## src/rtl/disp_st_pkg.sv

```systemverilog
// Package: shared constants and constant functions for the display self-test.
// Assumes ROM word widths below 32 bits.
package disp_st_pkg;

    localparam int SUM_W = 16;

    // Content of the character-decoder ROM at address a, dw bits wide.
    function automatic logic [31:0] rom_word(input int unsigned a, input int unsigned dw);
        logic [31:0] v;
        v = 32'(a) * 32'd29 + 32'd7;
        return v & ((32'd1 << dw) - 32'd1);
    endfunction

    // Modulo-2^16 sum of the whole ROM, used as the default expected value.
    function automatic logic [SUM_W-1:0] rom_sum(input int unsigned depth, input int unsigned dw);
        logic [SUM_W-1:0] s;
        s = '0;
        for (int unsigned a = 0; a < depth; a++) begin
            s = s + SUM_W'(rom_word(a, dw));
        end
        return s;
    endfunction

endpackage

```

## src/rtl/disp_st_seq.sv

```systemverilog
// Module: run sequencer. Accepts a start while idle, counts a fixed run of
// 2^(HALF_LOG+1) cycles and flags the last cycle and the completion cycle.
// Assumes start requests during a run are to be ignored.
module disp_st_seq #(
    parameter int HALF_LOG = 17,
    localparam int CNT_W = HALF_LOG + 1
) (
    input  logic             clk,
    input  logic             rst_n,
    input  logic             start_req,
    output logic             busy,
    output logic [CNT_W-1:0] cnt,
    output logic             accept,
    output logic             finish,
    output logic             done
);

    localparam logic [CNT_W-1:0] LAST = '1;

    // Start is honoured only while idle; finish marks the last busy cycle.
    always_comb begin
        accept = start_req && !busy;
        finish = busy && (cnt == LAST);
    end

    // Run state, cycle counter and one-cycle completion pulse.
    always_ff @(posedge clk) begin
        if (!rst_n) begin
            busy <= 1'b0;
            cnt  <= '0;
            done <= 1'b0;
        end else begin
            done <= 1'b0;
            if (accept) begin
                busy <= 1'b1;
                cnt  <= '0;
            end else if (finish) begin
                busy <= 1'b0;
                cnt  <= '0;
                done <= 1'b1;
            end else if (busy) begin
                cnt <= cnt + 1'b1;
            end
        end
    end

endmodule

```

## src/rtl/disp_st_rom.sv

```systemverilog
// Module: character-decoder ROM, computed per address so no table is stored.
// Assumes DW < 32.
module disp_st_rom #(
    parameter int AW = 7,
    parameter int DW = 8
) (
    input  logic [AW-1:0] addr,
    output logic [DW-1:0] data
);
    import disp_st_pkg::*;

    // Combinational lookup.
    always_comb data = DW'(rom_word(32'(addr), DW));

endmodule

```

## src/rtl/disp_st_sum.sv

```systemverilog
// Module: modulo-2^16 checksum accumulator with a compare against a constant.
// Assumes clear and accumulate are never requested in the same cycle.
module disp_st_sum #(
    parameter int DW = 8,
    parameter logic [disp_st_pkg::SUM_W-1:0] EXP = '0
) (
    input  logic          clk,
    input  logic          rst_n,
    input  logic          clear,
    input  logic          acc_en,
    input  logic [DW-1:0] data,
    output logic          match
);
    import disp_st_pkg::*;

    logic [SUM_W-1:0] sum;

    // Running sum, cleared when a run is accepted.
    always_ff @(posedge clk) begin
        if (!rst_n || clear) sum <= '0;
        else if (acc_en)     sum <= sum + SUM_W'(data);
    end

    // Compare the running sum with the expected value.
    always_comb match = (sum == EXP);

endmodule

```

## src/rtl/disp_st_pat.sv

```systemverilog
// Module: checkerboard generator. A dot at row r, column c is lit when r+c is
// even in phase 0, and the pattern is inverted in phase 1. Output is 0 when idle.
module disp_st_pat #(
    parameter int COLS = 5,
    parameter int ROWS = 7,
    localparam int PW = COLS * ROWS
) (
    input  logic          en,
    input  logic          phase,
    output logic [PW-1:0] bits
);

    logic [PW-1:0] base;

    for (genvar r = 0; r < ROWS; r++) begin : g_row
        for (genvar c = 0; c < COLS; c++) begin : g_col
            assign base[r*COLS+c] = ((r + c) % 2 == 0);
        end
    end

    // Select the plain or inverse pattern, forced to 0 when idle.
    always_comb bits = en ? (phase ? ~base : base) : '0;

endmodule

```

## src/rtl/disp_selftest.sv

```systemverilog
// Module: display self-test sequencer top. It sweeps the decoder ROM and sums
// it, shows two checkerboard phases, then reports the result and issues the
// re-initialisation strobes. Assumes ROM_AW <= HALF_LOG and ROM_DW < 32.
module disp_selftest #(
    parameter int ROM_AW   = 7,
    parameter int ROM_DW   = 8,
    parameter int HALF_LOG = 17,
    parameter int COLS     = 5,
    parameter int ROWS     = 7,
    parameter logic [disp_st_pkg::SUM_W-1:0] EXP_SUM =
        disp_st_pkg::rom_sum(2 ** ROM_AW, ROM_DW),
    localparam int PW    = COLS * ROWS,
    localparam int CNT_W = HALF_LOG + 1
) (
    input  logic              clk,
    input  logic              rst_n,
    input  logic              start_req,
    output logic [ROM_AW-1:0] rom_addr,
    output logic              pat_en,
    output logic [PW-1:0]     pat_bits,
    output logic              busy,
    output logic              pass,
    output logic              clr_char,
    output logic              clr_flash,
    output logic              udc_ones,
    output logic              ctl_clr
);

    localparam logic [CNT_W-1:0] DEPTH = CNT_W'(2 ** ROM_AW);

    logic [CNT_W-1:0]  cnt;
    logic              accept, finish, done, in_rom, match;
    logic [ROM_DW-1:0] rom_q;

    disp_st_seq #(.HALF_LOG(HALF_LOG)) u_seq (
        .clk(clk), .rst_n(rst_n), .start_req(start_req),
        .busy(busy), .cnt(cnt), .accept(accept), .finish(finish), .done(done)
    );

    // ROM sweep window: the first 2^ROM_AW busy cycles.
    always_comb begin
        in_rom   = busy && (cnt < DEPTH);
        rom_addr = in_rom ? cnt[ROM_AW-1:0] : '0;
    end

    disp_st_rom #(.AW(ROM_AW), .DW(ROM_DW)) u_rom (
        .addr(rom_addr), .data(rom_q)
    );

    disp_st_sum #(.DW(ROM_DW), .EXP(EXP_SUM)) u_sum (
        .clk(clk), .rst_n(rst_n), .clear(accept), .acc_en(in_rom),
        .data(rom_q), .match(match)
    );

    disp_st_pat #(.COLS(COLS), .ROWS(ROWS)) u_pat (
        .en(busy), .phase(cnt[HALF_LOG]), .bits(pat_bits)
    );

    // Result bit: cleared on start, loaded on the last busy cycle.
    always_ff @(posedge clk) begin
        if (!rst_n || accept) pass <= 1'b0;
        else if (finish)      pass <= match;
    end

    // Pattern override and completion strobes.
    always_comb begin
        pat_en    = busy;
        clr_char  = done;
        clr_flash = done;
        udc_ones  = done;
        ctl_clr   = done;
    end

endmodule

```

## config.mk

```make
export PLATFORM = sky130hd
export DESIGN_NAME = disp_selftest
export DESIGN_NICKNAME = d
export VERILOG_FILES = /design/src/rtl/disp_st_pkg.sv /design/src/rtl/disp_st_seq.sv /design/src/rtl/disp_st_rom.sv /design/src/rtl/disp_st_sum.sv /design/src/rtl/disp_st_pat.sv /design/src/rtl/disp_selftest.sv
export SDC_FILE = /design/constraint.sdc
export NUM_CORES = 1
export LEC_CHECK = 0
export BUFFER_PORTS_ARGS = -buffer_cell sky130_fd_sc_hd__buf_2
export CAP_MARGIN = 20
export CELL_PAD_IN_SITES_DETAIL_PLACEMENT = 1
export CELL_PAD_IN_SITES_GLOBAL_PLACEMENT = 2
export CORE_MARGIN = 2
export CORE_UTILIZATION = 33
export CTS_BUF_LIST = sky130_fd_sc_hd__clkbuf_16
export DETAILED_ROUTE_END_ITERATION = 7
export PLACE_DENSITY_LB_ADDON = 0.1
export SYNTH_ARGS = -nofsm -noshare
export SYNTH_HDL_FRONTEND = slang
export SYNTH_SLANG_ARGS = --single-unit
```

## constraint.sdc

```tcl
create_clock -name clk -period 5.9 [get_ports clk]
set_input_delay 0.295 -clock clk [delete_from_list [all_inputs] [get_ports clk]]
set_output_delay 0.295 -clock clk [all_outputs]
set_load 0.05 [all_outputs]
```

==> results of run 1 <==
worst register-to-register path: cells and delay by family, from the launching register on:
| family | cells | cell delay [ns] |
|---|---|---|
| adders and majority gates | 5 | 1.96 |
| and+or+nand+nor | 5 | 1.74 |
| AOI/OAI and AO/OA | 4 | 0.58 |
| buffers and inverters | 4 | 0.54 |
| DFF | 1 | 0.34 |
| xor gates and xnor gates | 1 | 0.16 |
report_power, final:
group / internal, mW / leakage (nW) / switching [mW]
logic: 0.0272 / 1.04 / 0.0722
clock network: 0.155 / 0.0712 / 0.110
registers: 0.253 / 0.299 / 0.00352
path summary, 6_finish.rpt:
check / start / end / cells after the start
setup / recovery: u_seq.cnt[8] / u_sum.sum[13] / 19
hold / removal: start_req / u_seq.busy / 2
setup reg to reg: u_seq.cnt[8] / u_sum.sum[13] / 19
hold reg to reg: u_sum.sum[0] / u_sum.sum[0] / 2
cells in the mapped netlist, types with 3 or more instances:
cell / instances / share of area, %
sky130_fd_sc_hd__buf_4: 37 / 10
sky130_fd_sc_hd__dfxtp_1: 37 / 27
sky130_fd_sc_hd__nand2_1: 31 / 4.2
sky130_fd_sc_hd__o21ai_0: 11 / 2.0
sky130_fd_sc_hd__inv_1: 20 / 2.7
sky130_fd_sc_hd__fa_1: 9 / 6.6
sky130_fd_sc_hd__nor3_1: 5 / 0.91
sky130_fd_sc_hd__or3_1: 11 / 2.5
sky130_fd_sc_hd__ha_1: 23 / 11
sky130_fd_sc_hd__xor2_1: 9 / 2.9
sky130_fd_sc_hd__and2_1: 5 / 1.1
sky130_fd_sc_hd__clkbuf_1: 8 / 1.1
sky130_fd_sc_hd__xnor2_1: 17 / 5.4
sky130_fd_sc_hd__and4_1: 3 / 0.96
sky130_fd_sc_hd__nand3_1: 15 / 2.7
sky130_fd_sc_hd__and3_1: 5 / 1.1
sky130_fd_sc_hd__or4_1: 5 / 1.4
sky130_fd_sc_hd__nor2_1: 22 / 3.0
sky130_fd_sc_hd__nand4_1: 6 / 1.4
sky130_fd_sc_hd__a21oi_1: 22 / 4.0
sky130_fd_sc_hd__a21o_1: 5 / 1.4
layer usage:
layer  up-vias  wire length [um]  GRT usage [%]
li1       1122                 -              -
met3         7               139           2.13
met2        33              3230           26.5
met5         -                 0              0
met1      1059              2920           19.2
met4         0               104           5.19
cells in the final DEF, fill, tap and decap left out, types with 2 or more instances in the layout:
master                      count
sky130_fd_sc_hd__buf_2         51
sky130_fd_sc_hd__dfxtp_1       37
sky130_fd_sc_hd__nand2_1       31
sky130_fd_sc_hd__ha_1          23
sky130_fd_sc_hd__a21oi_1       22
sky130_fd_sc_hd__nor2_1        22
sky130_fd_sc_hd__inv_1         19
sky130_fd_sc_hd__xnor2_1       17
sky130_fd_sc_hd__nand3_1       15
sky130_fd_sc_hd__o21ai_0       11
sky130_fd_sc_hd__or3_1         11
sky130_fd_sc_hd__xor2_1         9
sky130_fd_sc_hd__fa_1           9
sky130_fd_sc_hd__nand4_1        6
sky130_fd_sc_hd__or4_1          5
sky130_fd_sc_hd__and2_1         5
sky130_fd_sc_hd__a21o_1         5
sky130_fd_sc_hd__and3_1         5
sky130_fd_sc_hd__clkbuf_16      5
sky130_fd_sc_hd__nor3_1         4
sky130_fd_sc_hd__buf_4          4
sky130_fd_sc_hd__and4_1         3
sky130_fd_sc_hd__or3_4          2
sky130_fd_sc_hd__o21a_1         2
sky130_fd_sc_hd__a211oi_1       2
cell families (layout without fill, tap and decap cells):
family / Yosys count / count (layout) / share of synthesized area [%]
AO/OA/AOI/OAI: 51 / 51 / 11.1
XOR/XNOR: 26 / 26 / 8.31
adder cells (fa/ha/maj): 32 / 32 / 17.1
buffers and inverters: 66 / 83 / 14.1
flip-flops: 37 / 37 / 27.0
multiplexers: 1 / 1 / 0.365
AND/OR/NAND/NOR: 116 / 116 / 22.0
per-stage QoR:
step	power (mW)	area (um2)	instances	utilization, %	hold WS (ns)
floorplan	0.351	2740	329	-	0.433
global placement	0.363	2850	443	35.1	0.464
detailed placement	0.363	2850	443	35.1	0.477
CTS	0.632	3000	451	36.8	0.259
global route	0.651	3000	451	36.8	0.268
finish	0.621	3000	451	36.8	0.257
state kept, by name, summed over array words and instances (netlist names):
register and count:
u_sum.sum 16, u_seq.cnt 18, u_seq.busy 1, u_seq.done 1
pass 1
layout make-up:
cell class              count  area share [%]
well taps                 105            4.39
multi-input cells         226            54.0
repair buffers             55            9.52
clock buffers               5            4.18
clock inverters             3           0.585
inverters                  20            2.63
flip-flops and latches     37            24.7
==> metrics.log, run 1 <==
[metrics] share of the clock period used by the worst path: between 90 and 100%
[metrics] cell breakdown of the critical path: or4_1 > nor3_2 > buf_4 > and2_1 > inv_1 > fa_1 > fa_1 > inv_1 > ha_1 > ha_1 > a21oi_1 > o21ai_0 > xnor2_1 > ha_1 > and3_1 > a221oi_1 > buf_4 > or4_1 > a21oi_1
[metrics] Die ar.: ~9000 um2
[metrics] Post-Synthesis Cell Area: roughly 2700 um2
[metrics] max-cap violation count: 0
[metrics] Sequential Area: 741 um2
[metrics] share of final-layout standard cells stronger than drive strength 1: a little under 20%
[metrics] result of the run: finished clean
[metrics] TritonCTS Buffers: 5
[metrics] DR pass1 iterations: 4
[metrics] aggregate global-route resource usage: 15.2%
[metrics] violation count after the first detailed-routing iteration: 56
[metrics] wire length of the first global-routing pass: roughly 11000 um
[metrics] critical path peak fanout: 9
[metrics] clock insertion delay at the later pin of the skew report: roughly 0.28 ns
[metrics] Nets: 380
[metrics] fraction of registers with async set or reset after synthesis: 0%
[metrics] hold crit path type: primary input to register
[metrics] pre-CTS setup slack: around 0.47 ns
[metrics] critical path start-end classification: register to register
[metrics] worst path arrival time: around 5.6 ns
[metrics] via count normalized by instance count: around 5
[metrics] number of antenna violations at the first check in global routing: 0
[metrics] number of core rows: 33
[metrics] post-synthesis register bit count: 37
[metrics] pin count of the biggest net entering global routing: 21
[metrics] Initial Util: between 30 and 40%
[metrics] power per cell area: roughly 210 nW/um2
[metrics] RSZ-0062 raised after global routing: false
[metrics] Bufs and invs on worst path: 4
[metrics] cell class contributing the biggest share of worst-path delay: adder cells
[metrics] Seq/Total Area, Yosys: between 20% and 30%
[metrics] detailed-route via count: around 2200
[metrics] footprint of the multi-input gates: around 1600 um2
[metrics] number of filler cells placed in the layout: 997
[metrics] drt total wl: around 6400 um
[metrics] final hold violations: 0
[metrics] Worst EP required: slightly above 6 ns
[metrics] FF-to-FF setup slack: 0.51 ns
[metrics] number of clock sinks: 37
[metrics] placer congestion estimate: 0.791
[metrics] I/O pin cnt: between 50 and 60
[metrics] count of unique library cells instantiated by Yosys: 41
[metrics] DR DRC count: 0
[metrics] Final Max Slew Viols: 0
[metrics] Diodes inserted: 0
[metrics] final count of negative-setup-slack endpoints: 0
[metrics] clock tree from TritonCTS: yes
[metrics] number of cells upsized or downsized after cts: 0
[metrics] post-layout minimum cycle time: roughly 5.4 ns
[metrics] clock tree buffer depth: 2
[metrics] Root Buffer Master: sky130_fd_sc_hd__clkbuf_16
[metrics] Horiz. Die Dim: approximately 95 um
[metrics] Syn Nets: 364
[metrics] number of flops mapped to enable cells by yosys: 0
[metrics] die extent in y: 95.1 um
[metrics] sum of negative setup slack: 0 ns
[metrics] maximum vdd ir drop: just over 0.1 mV
[metrics] final worst clock skew: between 0.008 and 0.009 ns
[metrics] Crit-path slowest cell: sky130_fd_sc_hd__or4_1
[metrics] via count of the first global-routing pass: approximately 2200
[metrics] Post-CTS Hold Buffers: 0
[metrics] primary flip-flop cell chosen by synthesis mapping: sky130_fd_sc_hd__dfxtp_1
[metrics] biggest cell delay along the critical path: between 0.5 and 0.6 ns
[metrics] Max H-tree Level: 2
[metrics] pin slew with the least headroom to its limit: just under 0.8 ns
[metrics] growth of design area from synthesis to finish: 9.36%
[metrics] standard cell core area: 8130 um2
[metrics] WL/cell: 14.2 um
[metrics] ANT nets after route: 0
[metrics] highest clock frequency the design can meet: 0.185 GHz
[metrics] placed wire-length estimate: 5040 um
[metrics] Crit path top cell by count: sky130_fd_sc_hd__ha_1
[metrics] number of cells produced by synthesis: about 330
[metrics] final worst setup slack: about 0.5 ns
[metrics] Setup crit start kind: register
[metrics] Worst setup EP type: register
[metrics] count of input and output buffers: approximately 50
[metrics] Warnings, synthesis: 0
[metrics] post-CTS setup repair buffer count: 0
[metrics] mean instance size in the synthesized netlist: roughly 8.3 um2
[metrics] remaining global-route overflow: 0
[metrics] Leak: roughly 1.4 nW
[metrics] Slew HR: between 40% and 50%
[metrics] register clock-pin slew on the reported worst setup and hold paths: roughly 0.06 ns
(Power assumes the default switching activity.)
==> run 2: changes to the inputs <==
--- a/config.mk
+++ b/config.mk
@@ -10,7 +10,7 @@
 export CELL_PAD_IN_SITES_DETAIL_PLACEMENT = 1
 export CELL_PAD_IN_SITES_GLOBAL_PLACEMENT = 2
 export CORE_MARGIN = 2
-export CORE_UTILIZATION = 33
+export CORE_UTILIZATION = 30
 export CTS_BUF_LIST = sky130_fd_sc_hd__clkbuf_16
 export DETAILED_ROUTE_END_ITERATION = 7
 export PLACE_DENSITY_LB_ADDON = 0.1
==> constraint.sdc (replaced) <==
create_clock -name clk -period 4.4 [get_ports clk]
set_input_delay 0.22 -clock clk [delete_from_list [all_inputs] [get_ports clk]]
set_output_delay 0.22 -clock clk [all_outputs]
set_load 0.05 [all_outputs]
==> metrics.log, run 2 (same netlist as run 1, synthesis figures left out) <==
[metrics] Final Max Slew Viols: 0
[metrics] pin count of the biggest net entering global routing: 21
[metrics] detailed-route via count: 2448
[metrics] count of input and output buffers: 51
[metrics] worst hold path depth: 2
[metrics] I/O pin cnt: 52
[metrics] DP Cell Count: ~480
[metrics] violations in the final reports: negative setup slack
[metrics] placed instance area: approximately 3300 um2
[metrics] clock tree buffer depth: 2
[metrics] clock tree from TritonCTS: yes
[metrics] Setup crit start kind: register
[metrics] worst hold margin: approximately 0.2 ns
[metrics] startpoint of the worst register-to-register path: u_seq.cnt[17]
[metrics] critical path start-end classification: register to register
[metrics] result of the run: complete, but fails checks
[metrics] Worst setup EP type: register
[metrics] aggregate global-route resource usage: about 16%
[metrics] placer congestion estimate: ~0.74
[metrics] hold crit path type: primary input to register
[metrics] number of flip-flops in the largest register: 18
[metrics] biggest regs: u_seq.cnt (18), u_sum.sum (16)
[metrics] Worst EP required: 4.53 ns
[metrics] placed wire-length estimate: roughly 5700 um
[metrics] die extent in y: 99.6 um
[metrics] Root Buffer Master: sky130_fd_sc_hd__clkbuf_16
[metrics] post-layout minimum cycle time: 4.77 ns
[metrics] growth of design area from synthesis to finish: 39.4%
[metrics] highest clock frequency the design can meet: approximately 0.21 GHz
[metrics] worst path arrival time: roughly 5 ns
[metrics] Slew HR: around 38%
[metrics] sum of negative setup slack: -3.35 ns
[metrics] register clock-pin slew on the reported worst setup and hold paths: 0.06 ns
[metrics] remaining global-route overflow: 0
[metrics] number of core rows: 34
[metrics] final worst clock skew: 0.00556 ns
[metrics] ANT nets after route: 0
[metrics] R2R cell count: 20
[metrics] FF-to-FF setup slack: -0.37 ns
[metrics] final count of negative-setup-slack endpoints: 11
[metrics] Largest Register: u_seq.cnt
[metrics] final core utilization: a little over two fifths
[metrics] Die ar.: approximately 10000 um2
[metrics] Diodes inserted: 0
[metrics] share of final-layout standard cells stronger than drive strength 1: between 40% and 50%
[metrics] critical path peak fanout: 8
[metrics] wire length of the first global-routing pass: 12700 um
[metrics] via count normalized by instance count: 4.81
[metrics] final hold violations: 0
[metrics] endpoint of the most critical register-to-register path: u_sum.sum[15]
[metrics] clock insertion delay at the later pin of the skew report: 0.28 ns
[metrics] violation count after the first detailed-routing iteration: slightly above 50
[metrics] most frequent cells in the layout: 51 x sky130_fd_sc_hd__buf_2, 49 x sky130_fd_sc_hd__buf_4, 34 x sky130_fd_sc_hd__dfxtp_1
[metrics] power per cell area: 227 nW/um2
[metrics] DR DRC count: 0
[metrics] WL/cell: approximately 16 um
[metrics] number of clock sinks: 37
[metrics] maximum vdd ir drop: approximately 0.13 mV
[metrics] Max H-tree Level: 2
[metrics] TritonCTS Buffers: 5
[metrics] pin slew with the least headroom to its limit: around 0.93 ns
[metrics] final worst setup slack: -0.374 ns
[metrics] max-cap violation count: 0
[metrics] Initial Util: between 30 and 40%
[metrics] Nets: approximately 440
[metrics] number of antenna violations at the first check in global routing: 0
[metrics] DR pass1 iterations: 4
[metrics] Hold Path End: u_seq.busy
[metrics] Leak: roughly 1.7 nW
[metrics] final cell count without fillers: a little over 500
[metrics] RSZ-0062 raised after global routing: true
[metrics] Power, Total: 867 uW
[metrics] Post-CTS Hold Buffers: 0
[metrics] pre-CTS setup slack: -0.466 ns
[metrics] via count of the first global-routing pass: ~2400
[metrics] drt total wl: 8010 um
[metrics] worst setup path startpoint: u_seq.cnt[17]
[metrics] standard cell core area: between 8000 and 9000 um2
[metrics] Min-Delay Startpoint: start_req
[metrics] most frequent standard cell in the layout excluding fill and tap cells: sky130_fd_sc_hd__buf_2
[metrics] number of filler cells placed in the layout: 1041
[metrics] final design area excluding fillers: about 3800 um2
[metrics] share of the clock period used by the worst path: 109%
[metrics] Horiz. Die Dim: around 100 um
## run 2: cell types whose count changed in the layout (fill, tap and decap cells not counted), sizes merged
cell | before | now
buf | 55 | 110
clkinvlp | 1 | 4
clkinv | 3 | 1
inv | 19 | 18
## run 2: power breakdown
| part | switching (mW) | internal [mW] | leakage, nW |
|---|---|---|---|
| Sequential | 0.00618 | 0.339 | 0.300 |
| Clock | 0.151 | 0.206 | 0.0687 |
| Combinational | 0.109 | 0.0558 | 1.35 |
## run 2: layout make-up
type	instances	area [um2]	share of cell area, %
Sequential cell	37	747	19.6
Timing Repair Buffer	110	736	19.3
Inverter	20	88.8	2.33
Clock buffer	5	125	3.28
Multi-Input combinational cell	226	1970	51.6
Clock inverter	3	15.0	0.393
Tap cell	108	135	3.54
## run 2: worst max path at each step
stage	endpoint
5_1_grt	u_sum.sum[11]
3_5_place_dp	u_sum.sum[11]
4_1_cts	u_sum.sum[13]
3_3_place_gp	u_sum.sum[9]
2_1_floorplan	u_sum.sum[13]
6_report	u_sum.sum[15]
## run 2: metal layers
metal	GRT usage [%]	part of all wire, %	up-vias
met4	4.11	0.85	0
li1	-	-	1235
met3	2.60	1.8	5
met5	0	0	-
met1	22.5	48	1179
met2	26.2	49	29
## run 2: worst max-delay path, cell delays in order, from the launching register on
cell and delay [ns]:
sky130_fd_sc_hd__dfxtp_2 0.33, sky130_fd_sc_hd__or4b_4 0.55, sky130_fd_sc_hd__nor3_4 0.27, sky130_fd_sc_hd__and2_4 0.21
sky130_fd_sc_hd__inv_4 0.04, sky130_fd_sc_hd__fa_1 0.50, sky130_fd_sc_hd__fa_1 0.51, sky130_fd_sc_hd__inv_2 0.05
sky130_fd_sc_hd__ha_4 0.23, sky130_fd_sc_hd__ha_4 0.23, sky130_fd_sc_hd__a21o_1 0.17, sky130_fd_sc_hd__a21oi_2 0.18
sky130_fd_sc_hd__xnor2_2 0.16, sky130_fd_sc_hd__buf_4 0.16, sky130_fd_sc_hd__ha_4 0.20, sky130_fd_sc_hd__a21oi_4 0.14
sky130_fd_sc_hd__nand2_4 0.08, sky130_fd_sc_hd__a221oi_4 0.27, sky130_fd_sc_hd__buf_6 0.16, sky130_fd_sc_hd__or3_1 0.11
sky130_fd_sc_hd__a21oi_1 0.06
## run 2: what timing repair did
action                                  CTS  global route
setup buffers                            15            12
endpoints found under the setup margin   11            11
gates resized for setup                  20            27
pin swaps                                28            24
==> run 3: changes to the inputs <==
--- a/config.mk
+++ b/config.mk
@@ -10,8 +10,8 @@
 export CELL_PAD_IN_SITES_DETAIL_PLACEMENT = 1
 export CELL_PAD_IN_SITES_GLOBAL_PLACEMENT = 2
 export CORE_MARGIN = 2
-export CORE_UTILIZATION = 30
-export CTS_BUF_LIST = sky130_fd_sc_hd__clkbuf_16
+export CORE_UTILIZATION = 31
+export CTS_BUF_LIST = sky130_fd_sc_hd__clkbuf_2
 export DETAILED_ROUTE_END_ITERATION = 7
 export PLACE_DENSITY_LB_ADDON = 0.1
 export SYNTH_ARGS = -nofsm -noshare
==> metrics.log, run 3 (same netlist as run 1, synthesis figures left out) <==
[metrics] Bufs and invs on worst path: 3
[metrics] cell class contributing the biggest share of worst-path delay: adder cells
[metrics] via count of the first global-routing pass: 2373
[metrics] number of clock sinks: 37
[metrics] Worst EP required: 4.74 ns
[metrics] count of input and output buffers: 51
[metrics] hold crit path type: primary input to register
[metrics] clock tree buffer depth: 2
[metrics] Power, Total: roughly 790 uW
[metrics] register share of total power: 44.0%
[metrics] FF-to-FF setup slack: -0.42 ns
[metrics] fraction of power spent switching nets: 30.9%
[metrics] most frequent cells in the layout: 51 x sky130_fd_sc_hd__buf_2, 35 x sky130_fd_sc_hd__buf_4, 32 x sky130_fd_sc_hd__dfxtp_1
[metrics] register clock-pin slew on the reported worst setup and hold paths: around 0.23 ns
[metrics] placer congestion estimate: about 0.73
[metrics] Horiz. Die Dim: ~98 um
[metrics] pin count of the biggest net entering global routing: 21
[metrics] biggest regs: u_seq.cnt (18), u_sum.sum (16)
[metrics] Nets: around 420
[metrics] Diodes inserted: 0
[metrics] ANT nets after route: 0
[metrics] met3 wire length: 222 um
[metrics] detailed-route via count: 2379
[metrics] met2 layer wire length in the routed design: roughly 3400 um
[metrics] worst path arrival time: slightly above 5 ns
[metrics] critical path peak fanout: 6
[metrics] critical path start-end classification: register to register
[metrics] DR DRC count: 0
[metrics] Crit-path slowest cell: sky130_fd_sc_hd__fa_1
[metrics] standard cell core area: between 8000 and 9000 um2
[metrics] final worst clock skew: approximately 0.018 ns
[metrics] most frequent standard cell in the layout excluding fill and tap cells: sky130_fd_sc_hd__buf_2
[metrics] number of flip-flops in the largest register: 18
[metrics] Initial Util: a little under a third
[metrics] I/O pin cnt: between 50 and 60
[metrics] Leak: about 1.6 nW
[metrics] Root Buffer Master: sky130_fd_sc_hd__clkbuf_2
[metrics] violation count after the first detailed-routing iteration: 47
[metrics] final count of negative-setup-slack endpoints: 11
[metrics] final worst setup slack: -0.417 ns
[metrics] placed wire-length estimate: 5480 um
[metrics] switching pwr: 243 uW
[metrics] number of core rows: 34
[metrics] aggregate global-route resource usage: 15.3%
[metrics] result of the run: complete, but fails checks
[metrics] via count normalized by instance count: approximately 4.9
[metrics] Die ar.: 9600 um2
[metrics] wire length of the first global-routing pass: around 12000 um
[metrics] highest clock frequency the design can meet: roughly 0.21 GHz
[metrics] share of final-layout standard cells stronger than drive strength 1: about two fifths
[metrics] RSZ-0062 raised after global routing: true
[metrics] max-cap violation count: 0
[metrics] drt total wl: ~7300 um
[metrics] uppermost layer routed: met4
[metrics] die extent in y: 98.0 um
[metrics] final cell count without fillers: 490
[metrics] Final Max Slew Viols: 0
[metrics] DR pass1 iterations: 4
[metrics] DP Cell Count: 470
[metrics] routed metal-1 wire length: about 3600 um
[metrics] relative contribution of combinational cells to total power: 19.5%
[metrics] Largest Register: u_seq.cnt
[metrics] Worst setup EP type: register
[metrics] final hold violations: 0
[metrics] number of antenna violations at the first check in global routing: 0
[metrics] share of the clock period used by the worst path: 109%
[metrics] Post-CTS Hold Buffers: 0
[metrics] violations in the final reports: negative setup slack
[metrics] remaining global-route overflow: 0
[metrics] growth of design area from synthesis to finish: 29.2%
[metrics] clock tree from TritonCTS: yes
[metrics] Setup crit start kind: register
[metrics] pin slew with the least headroom to its limit: roughly 0.85 ns
[metrics] cell breakdown of the critical path: or4_4 > nor3_4 > buf_6 > nand2_4 > fa_1 > inv_2 > fa_1 > ha_4 > ha_4 > a21oi_2 > o21ai_2 > xnor2_1 > ha_1 > and3_4 > a221oi_4 > buf_6 > or4_4 > a21oi_2
[metrics] clock insertion delay at the later pin of the skew report: approximately 0.41 ns
[metrics] Int Power: 544 uW
[metrics] power share of the clock group: 36.5%
[metrics] post-layout minimum cycle time: 4.82 ns
[metrics] power per cell area: approximately 220 nW/um2
[metrics] WL/cell: approximately 15 um
[metrics] biggest cell delay along the critical path: between 0.5 and 0.6 ns
[metrics] Slew HR: ~43%
[metrics] Max H-tree Level: 2
[metrics] TritonCTS Buffers: 5
[metrics] maximum vdd ir drop: 0.107 mV
[run 3: cell types whose count changed in the layout (fill, tap and decap cells not counted), moves of 5 or more]
| cell | before | now |
|---|---|---|
| sky130_fd_sc_hd__buf_4 | 49 | 35 |
| sky130_fd_sc_hd__buf_6 | 10 | 5 |
| sky130_fd_sc_hd__clkbuf_16 | 5 | 0 |
| sky130_fd_sc_hd__clkbuf_2 | 0 | 5 |
[run 3: final timing paths]
path,to,startpoint,cells after the start
setup / recovery,u_sum.sum[13],u_seq.cnt[8],18
hold / removal,u_seq.busy,start_req,2
setup reg to reg,u_sum.sum[13],u_seq.cnt[8],18
hold reg to reg,pass,pass,2
[run 3: worst register-to-register path, stage by stage (launching register included)]
cell	delay [ns]
sky130_fd_sc_hd__dfxtp_2	0.37
sky130_fd_sc_hd__or4_4	0.56
sky130_fd_sc_hd__nor3_4	0.26
sky130_fd_sc_hd__buf_6	0.17
sky130_fd_sc_hd__nand2_4	0.06
sky130_fd_sc_hd__fa_1	0.53
sky130_fd_sc_hd__inv_2	0.04
sky130_fd_sc_hd__fa_1	0.57
sky130_fd_sc_hd__ha_4	0.23
sky130_fd_sc_hd__ha_4	0.23
sky130_fd_sc_hd__a21oi_2	0.13
sky130_fd_sc_hd__o21ai_2	0.07
sky130_fd_sc_hd__xnor2_1	0.14
sky130_fd_sc_hd__ha_1	0.36
sky130_fd_sc_hd__and3_4	0.21
sky130_fd_sc_hd__a221oi_4	0.06
sky130_fd_sc_hd__buf_6	0.13
sky130_fd_sc_hd__or4_4	0.47
sky130_fd_sc_hd__a21oi_2	0.15
[run 3: final cells by class]
type	instances	area (um2)
timing repair buffer	91	574
fill	1039	5100
tap	108	135
clock buffer	5	25.0
clock inverter	3	68.8
sequential	37	749
inverter	20	88.8
multi-input combinational	226	1900
[run 3: timing repair]
action / in CTS / in global routing
gates resized for setup: 17 / 18
setup endpoints to repair: 11 / 11
hold endpoints to repair: 0 / 0
pin swaps: 30 / 20
setup buffers: 6 / 6
[run 3: power groups by stage]
stage | Sequential [mW] | Clock, mW | Combinational (mW)
5_1_grt | 0.347 | 0.314 | 0.167
3_3_place_gp | 0.353 | 0 | 0.146
6_report | 0.346 | 0.287 | 0.154
2_1_floorplan | 0.353 | 0 | 0.128
4_1_cts | 0.346 | 0.298 | 0.155
3_5_place_dp | 0.353 | 0 | 0.148
[run 3: metrics by stage]
step / setup TNS (ns) / util (%) / setup slack (ns) / cell area, um2 / hold slack [ns]
after floorplan: -3.95 / - / -0.429 / 2950 / 0.357
after global placement: -2.25 / 37.1 / -0.301 / 3210 / 0.438
final: -2.86 / 41.0 / -0.417 / 3540 / 0.0595
after detailed placement: -2.84 / 37.1 / -0.366 / 3210 / 0.442
after global routing: -5.19 / 41.0 / -0.593 / 3540 / 0.0313
after CTS: -2.83 / 39.9 / -0.344 / 3440 / 0.0383
[run 3: per-layer routing]
layer	up-vias	global-route usage, %
met5	-	0
met4	0	3.85
met3	6	2.36
met2	39	25.2
met1	1145	21.0
li1	1189	-
